### src/rtl/asuPkg.sv
package asuPkg;
  localparam int OPC_W  = 4;
  localparam int SKIP_W = 2;

  typedef enum logic [OPC_W-1:0] {
    OP_ADD   = 4'h0,
    OP_ADDS1 = 4'h1,
    OP_ADDS2 = 4'h2,
    OP_SUB   = 4'h4,
    OP_SUBS1 = 4'h5,
    OP_SUBS2 = 4'h6
  } asuOpE;

  // strobes from decode to datapath
  typedef struct packed {
    logic              legal;
    logic              doSub;
    logic [SKIP_W-1:0] skipAmt;
  } asuStrobeT;
endpackage

### src/rtl/asuCtrl.sv
module asuCtrl
  import asuPkg::*;
(
  input  logic [OPC_W-1:0] opcode,
  output asuStrobeT        strobe
);
  always_comb begin
    strobe = '0;
    case (opcode)
      OP_ADD:   begin strobe.legal = 1'b1; end
      OP_ADDS1: begin strobe.legal = 1'b1; strobe.skipAmt = 2'd1; end
      OP_ADDS2: begin strobe.legal = 1'b1; strobe.skipAmt = 2'd2; end
      OP_SUB:   begin strobe.legal = 1'b1; strobe.doSub = 1'b1; end
      OP_SUBS1: begin strobe.legal = 1'b1; strobe.doSub = 1'b1; strobe.skipAmt = 2'd1; end
      OP_SUBS2: begin strobe.legal = 1'b1; strobe.doSub = 1'b1; strobe.skipAmt = 2'd2; end
      default:  strobe = '0;
    endcase
  end
endmodule

### src/rtl/asuDatapath.sv
module asuDatapath
  import asuPkg::*;
#(
  parameter int DATA_W = 32,
  parameter int IMM_W  = 16
) (
  input  logic              clk,
  input  logic              rstN,
  input  logic              inValid,
  input  asuStrobeT         strobe,
  input  logic              isImm,
  input  logic [DATA_W-1:0] src1,
  input  logic [DATA_W-1:0] src2Reg,
  input  logic [IMM_W-1:0]  imm16,
  output logic              resValid,
  output logic [DATA_W-1:0] result,
  output logic              writeEn,
  output logic [SKIP_W-1:0] skipLen,
  output logic              invalidOp
);
  localparam int EXT_W = DATA_W - IMM_W;

  logic [DATA_W-1:0] op2;
  logic [DATA_W-1:0] addend;
  logic [DATA_W:0]   sumWide;
  logic              carryOut;
  logic              skipTaken;

  assign op2      = isImm ? {{EXT_W{imm16[IMM_W-1]}}, imm16} : src2Reg;
  // subtract as op2 + ~op1 + 1; carry out high means no borrow
  assign addend   = strobe.doSub ? ~src1 : src1;
  assign sumWide  = {1'b0, op2} + {1'b0, addend} + {{DATA_W{1'b0}}, strobe.doSub};
  assign carryOut = sumWide[DATA_W];
  assign skipTaken = strobe.doSub ? carryOut : ~carryOut;

  always_ff @(posedge clk) begin
    if (!rstN) begin
      resValid  <= 1'b0;
      result    <= '0;
      writeEn   <= 1'b0;
      skipLen   <= '0;
      invalidOp <= 1'b0;
    end else begin
      resValid  <= inValid;
      writeEn   <= inValid & strobe.legal;
      invalidOp <= inValid & ~strobe.legal;
      skipLen   <= (inValid & strobe.legal & skipTaken) ? strobe.skipAmt : '0;
      if (inValid && strobe.legal) result <= sumWide[DATA_W-1:0];
    end
  end
endmodule

### src/rtl/asuSkipUnit.sv
module asuSkipUnit
  import asuPkg::*;
#(
  parameter int DATA_W = 32,
  parameter int IMM_W  = 16
) (
  input  logic              clk,
  input  logic              rstN,
  input  logic              inValid,
  input  logic [OPC_W-1:0]  opcode,
  input  logic              isImm,
  input  logic [DATA_W-1:0] src1,
  input  logic [DATA_W-1:0] src2Reg,
  input  logic [IMM_W-1:0]  imm16,
  output logic              resValid,
  output logic [DATA_W-1:0] result,
  output logic              writeEn,
  output logic [SKIP_W-1:0] skipLen,
  output logic              invalidOp
);
  asuStrobeT strobe;

  asuCtrl u_ctrl (.opcode(opcode), .strobe(strobe));

  asuDatapath #(.DATA_W(DATA_W), .IMM_W(IMM_W)) u_dp (
    .clk(clk), .rstN(rstN), .inValid(inValid), .strobe(strobe),
    .isImm(isImm), .src1(src1), .src2Reg(src2Reg), .imm16(imm16),
    .resValid(resValid), .result(result), .writeEn(writeEn),
    .skipLen(skipLen), .invalidOp(invalidOp)
  );
endmodule

### config.mk
export PLATFORM = sky130hd
export DESIGN_NAME = asuSkipUnit
export DESIGN_NICKNAME = d
export VERILOG_FILES = /design/src/rtl/asuPkg.sv /design/src/rtl/asuCtrl.sv /design/src/rtl/asuDatapath.sv /design/src/rtl/asuSkipUnit.sv
export SDC_FILE = /design/constraint.sdc
export NUM_CORES = 1
export LEC_CHECK = 0
export BUFFER_PORTS_ARGS = -buffer_cell sky130_fd_sc_hd__buf_2
export CAP_MARGIN = 5
export CORE_MARGIN = 10
export CORE_UTILIZATION = 45
export DETAILED_ROUTE_END_ITERATION = 10
export HOLD_SLACK_MARGIN = 0.08
export PLACE_DENSITY = 0.69
export SLEW_MARGIN = 20
export SYNTH_ARGS = -nofsm -noshare
export SYNTH_HDL_FRONTEND = slang
export SYNTH_SLANG_ARGS = --single-unit
export TNS_END_PERCENT = 20
### constraint.sdc
create_clock -name clk -period 8.33 [get_ports clk]
set_input_delay 0 -clock clk [delete_from_list [all_inputs] [get_ports clk]]
set_output_delay 0 -clock clk [all_outputs]
set_load 0.005 [all_outputs]
# [After elaboration in Yosys (flattened, before gate mapping)]
# Index checks and enable logic that the tools add are counted.
# Widths: inputs -> output; s select.
[word_totals] regBits=37 inputBits=88 word_cells=31
[classes] addsub=2 eq_ne=5 muxes=6 n_bitwise=6 n_reduce_logical=7
[ops] operator="$mux 32" count=2
[ops] operator="$add 32x32->33" count=1
[ops] operator="$add 33x1->33" count=1
[ops] operator="$not 32->32" count=1
[ops] operator="$eq 4x3->1 const B" count=3
[ops] operator="$reduce_or 6->1" count=1
[ops] operator="$eq 4x1->1 const B" count=1
[ops] operator="$eq 4x2->1 const B" count=1
[ops] operator="$logic_not 4->1" count=1
[ops] operator="$pmux 2 s2" count=1
[ops] operator="$reduce_or 2->1" count=2
[ops] operator="$and 1x1->1" count=3
[ops] operator="$mux 1" count=3
[ops] operator="$reduce_or 3->1" count=1
[ops] operator="$not 1->1" count=2
[ops] operator="$reduce_and 2->1" count=1
[ops] operator="$logic_and 1x1->1" count=1

# [Logic depth before layout (Yosys ltp)]
[depth] ltp_word=10 depth_mapped=14 ltp_nobuf=12

# [Cells and area by module]
# From an unflattened synthesis, not the netlist that was laid out.
[unflattened] hier_cells=466 area_unflattened_um2=3557.2
[modules_own_cells] mod="asuDatapath" n_inst=1 cells_each=462 area_each_um2=3527.1 seq_area_each_um2=740.7
[modules_own_cells] mod="asuCtrl" n_inst=1 cells_each=4 area_each_um2=30.0 seq_area_each_um2=0.0

# [Worst setup path after synthesis]
# OpenSTA, ideal clock, no wires.
[synth_timing] kind="input-to-reg" start="in opcode[1]" end="reg u_dp.skipLen[0]" setup_ps=112 arrival_ps=3385 setup_slack_ps=4833 stages=13 path_buffers=1 cell_sequence="a21oi_1 nand2_1 buf_1 xnor2_1 fa_1 a21o_1 a311oi_2 o31ai_4 a41o_4 a41oi_4 nor2_2 or3_1 a2111oi_1"
[synth_via] elab_chain_cells=10 word_cells_on_any_way=21
[synth_lines] item="start, declared" line_no="asuSkipUnit.sv:10" text="input logic [OPC_W-1:0] opcode,"
[synth_lines] item="$eq 4x3->1" line_no="asuCtrl.sv:9" text="case (opcode)"
[synth_lines] item="$reduce_or 3->1 (no source line)"
[synth_lines] item="$mux 1" line_no="asuCtrl.sv:9"
[synth_lines] item="$mux 32" line_no="asuDatapath.sv:31" text="assign addend = strobe.doSub ? ~src1 : src1;"
[synth_lines] item="$add 32x32->33" line_no="asuDatapath.sv:32" text="assign sumWide = {1'b0, op2} + {1'b0, addend} + {{DATA_W{1'b0}}, strobe.doSub};"
[synth_lines] item="$add 33x1->33" line_no="asuDatapath.sv:32"
[synth_lines] item="$not 1->1" line_no="asuDatapath.sv:34" text="assign skipTaken = strobe.doSub ? carryOut : ~carryOut;"
[synth_lines] item="$mux 1" line_no="asuDatapath.sv:34"
[synth_lines] item="$and 1x1->1" line_no="asuDatapath.sv:47" text="skipLen <= (inValid & strobe.legal & skipTaken) ? strobe.skipAmt : '0;"
[synth_lines] item="$reduce_and 2->1 (no source line)"
[synth_lines] item="end signal, assigned" line_no="asuDatapath.sv:47"
[synth_lines] item="end, declared" line_no="asuDatapath.sv:18" text="output logic [SKIP_W-1:0] skipLen,"
# Parallel ways exist; a longest one is shown, timed or not.
# A chain may end at the register's enable or synchronous reset.

# [Worst setup path in the final report]
[layout_timing] start="in opcode[0]" end="reg u_dp.skipLen[0]"
# Same word-level chain as after synthesis.

==> impl_metrics.yaml <==
status:
  status: "complete, no violations"
cts:
  clk_latency_ns: 0.29
  cts_inserted_buffers: 5
  clk_path_buf_depth: 2
  cts_sinks: 37
  root_buffer: "clkbuf_8"
  cts_tree: "yes"
  cts_max_level: 2
  cts_resized: 0
  path_clk_slew_ns: 0.08
grt:
  grt_pass1_wl_um: 18460
  antenna_found_initial: 0
  grt_overflow_total: 0
  track_usage_pct: 17.09
  grt_max_degree: 49
  first_global_vias: 3999
timing:
  hold_violations: 0
  setup_viol_count_final: 0
  post-route-period-util_pct: 56.99
  fmax_mhz: 210.6
  worst_pin_slew_ns: 0.7040
  period_needed_ns: 4.747
  drv_slew: 0
  setup_tns_ns: 0
  grt_setup_unrepaired: "false"
  clock_skew_ns: 0
  worst_slack_ns: 3.583
  relSlewSlack_pct: 53.07
worst_setup_path:
  worstReg2RegEnd: "u_dp.result[27]$_SDFFE_PN0P_"
  crit_path_start_kind: "primary input"
  path_class: "primary input to flop"
  reg2reg_setup_slack_ns: 7.55
  reg2reg_from: "u_dp.result[27]$_SDFFE_PN0P_"
  path_max_fanout: 15
  r2r_cells: 2
  cp.arrival_ns: 4.98
  worstSetupEndpointType: "flop"
  required_ns: 8.57
  cp-endpoint: "u_dp.skipLen[0]$_SDFF_PN0_"
  startpoint: "opcode[0]"
route:
  drt-initial-drc-count: 260
  wl_per_cell_um: 15.68
  firstDrtPassIters: 4
  detail-route-antenna-nets: 0
  vias: 3890
  routed_wl_um: 11160
  avgViaCountPerCell: 5.463
  drc_errors: 0
min_path:
  hold_path_class: "primary input to flop"
final_layout:
  drive_above_1_share_pct: 26.36
  antenna_cells: 0
  syn2layout_area_growth_pct: 22.49
  layoutNonFillerInstCount: 712
  final_common_cell: "buf_2"
  layout_common_cells: "124 x buf_2, 56 x o21ai_0, 49 x nand2_1"
  fill_cells: 815
  nets: 726
logic_synthesis:
  synth-compound-area-share_pct: 27.89
  synth_seq_area_share_pct: 19.75
  synthSimpleGateAreaFrac_pct: 19.89
  ys_seq_elements: 37
  synth_mux_area_share_pct: 5.038
  ys_warn_count: 0
  synth_cell_types: 57
  synth-edff-count: 0
  syn_avg_cell_area_um2: 7.622
  synth_xor_area_share_pct: 11.44
  syn_nets: 612
  syn_area_mm2: 0.003750
  ys.flop_type: "dfxtp_1"
  synth_cells: 492
  synth_top_family_by_area: "compound AO/OA/AOI/OAI gates"
  synth_fa_ha_area_share_pct: 10.88
  async_reset_ff_share_pct: 0
die:
  fp-row-count: 33
  die-area_mm2: 0.01238
  start_util_pct: 45.87
  core_area_mm2: 0.008175
  die_h_um: 111.3
  die_w_um: 111.3
  num_io_pins: 125
power_and_ir_drop:
  powerDensity_mw_per_mm2: 154.4
  p_leak_nw: 2.221
  irDropWorstVdd_uv: 77.78
placement:
  dp_slack_ns: 4.315
  dp_cells: 698
  place_congestion: 0.9229
  portBuffers: 124
  dpl.hpwl_um: 9150
flow_run:
  cap_violations: 0
power breakdown:
| part | leakage, nW | internal (mW) | switching, mW | total, mW |
|---|---|---|---|---|
| clock network | 0.0543 | 0.0897 | 0.0713 | 0.161 |
| logic | 1.86 | 0.152 | 0.197 | 0.349 |
| registers | 0.302 | 0.192 | 0.00752 | 0.199 |
per-stage QoR:
stage          utilization, %  hold slack (ns)  power (mW)  cell area, um^2
3_5_place_dp            54.04           0.2096      0.5476             4418
6_report                56.18           0.1502      0.7092             4593
3_3_place_gp            54.04           0.1973      0.5414             4418
2_1_floorplan               -          0.08121      0.4533             3750
4_1_cts                 56.18           0.1480      0.7110             4593
5_1_grt                 56.18           0.1772      0.7628             4593
registers in the layout (all words and copies together), names as in the netlist:
register / flops
u_dp.result: 32
u_dp.skipLen: 2
u_dp.writeEn: 1
u_dp.invalidOp: 1
u_dp.resValid: 1
layer usage:
metal  up-vias  routed length, um  track usage [%]
li1       1989                  -                -
met1      1755               5071            21.43
met3        10                738            3.680
met5         -                  0                0
met4         0                134            4.713
met2       136               5216            28.60
cells in the mapped netlist, drive strengths merged, types with 3 or more instances:
cell,count,area [um^2]
inv,24,90.09
ha,31,387.9
and3,6,37.54
clkbuf,20,75.07
o21ai,56,280.3
a21o,17,127.6
a211o,4,35.03
nor2b,3,18.77
a211oi,3,27.52
or3,4,25.02
dfxtp,37,740.7
a31oi,4,25.02
mux2,15,168.9
nand3,24,120.1
xnor2,41,359.1
or4b,3,30.03
a21boi,5,37.54
o21a,4,30.03
a21oi,35,175.2
buf,5,26.27
o211a,3,30.03
o211ai,6,45.04
nand4,7,43.79
xor2,8,70.07
o31ai,3,36.28
nand2,50,187.7
nor3,3,15.01
and2,15,93.84
nor2,26,100.1
final cells by class:
class | count | area (um^2) | share of cell area [%]
Sequential cell | 37 | 740.7 | 16.13
Inverter | 24 | 90.09 | 1.961
Multi-Input combinational cell | 406 | 2820 | 61.40
Clock buffer | 5 | 68.82 | 1.498
Clock inverter | 3 | 46.29 | 1.008
Tap cell | 105 | 131.4 | 2.860
Timing Repair Buffer | 132 | 695.7 | 15.15
worst min path at each step:
| stage | cells past startpoint | start | slack (ns) | to |
|---|---|---|---|---|
| 3_5_place_dp | 2 | opcode[0] | 0.21 | u_dp.skipLen[1]$_SDFF_PN0_ |
| 6_report | 4 | src1[0] | 0.15 | u_dp.result[0]$_SDFFE_PN0P_ |
| 2_1_floorplan | 1 | opcode[1] | 0.08 | u_dp.skipLen[0]$_SDFF_PN0_ |
| 5_1_grt | 4 | src1[0] | 0.18 | u_dp.result[0]$_SDFFE_PN0P_ |
| 3_3_place_gp | 2 | opcode[1] | 0.20 | u_dp.skipLen[0]$_SDFF_PN0_ |
| 4_1_cts | 4 | src1[0] | 0.15 | u_dp.result[0]$_SDFFE_PN0P_ |
worst max-delay path: stages:
cell and delay (ns):
dlygate4sd3_1 0.55, buf_2 0.14, a21oi_1 0.36, nand2_2 0.39, xnor2_1 0.28, fa_1 0.48
a21o_1 0.21, a311oi_2 0.35, o31ai_4 0.15, a41o_4 0.31, a41oi_4 0.28, nor2_2 0.08
or3_1 0.39, a2111oi_1 0.40, dlygate4sd3_1 0.60
logic make-up after synthesis:
| group | count (synthesis) |
|---|---|
| XOR/XNOR | 49 |
| AND/OR/NAND/NOR | 151 |
| AO/OA/AOI/OAI | 157 |
| buffers and inverters | 49 |
| adder cells (fa/ha/maj) | 32 |
| flip-flops | 37 |
| multiplexers | 17 |
what timing repair did:
item,in CTS,in global routing
hold buffers,6,0
setup buffers,0,0
endpoints found under the hold margin,4,0
(Power assumes the default switching activity.)
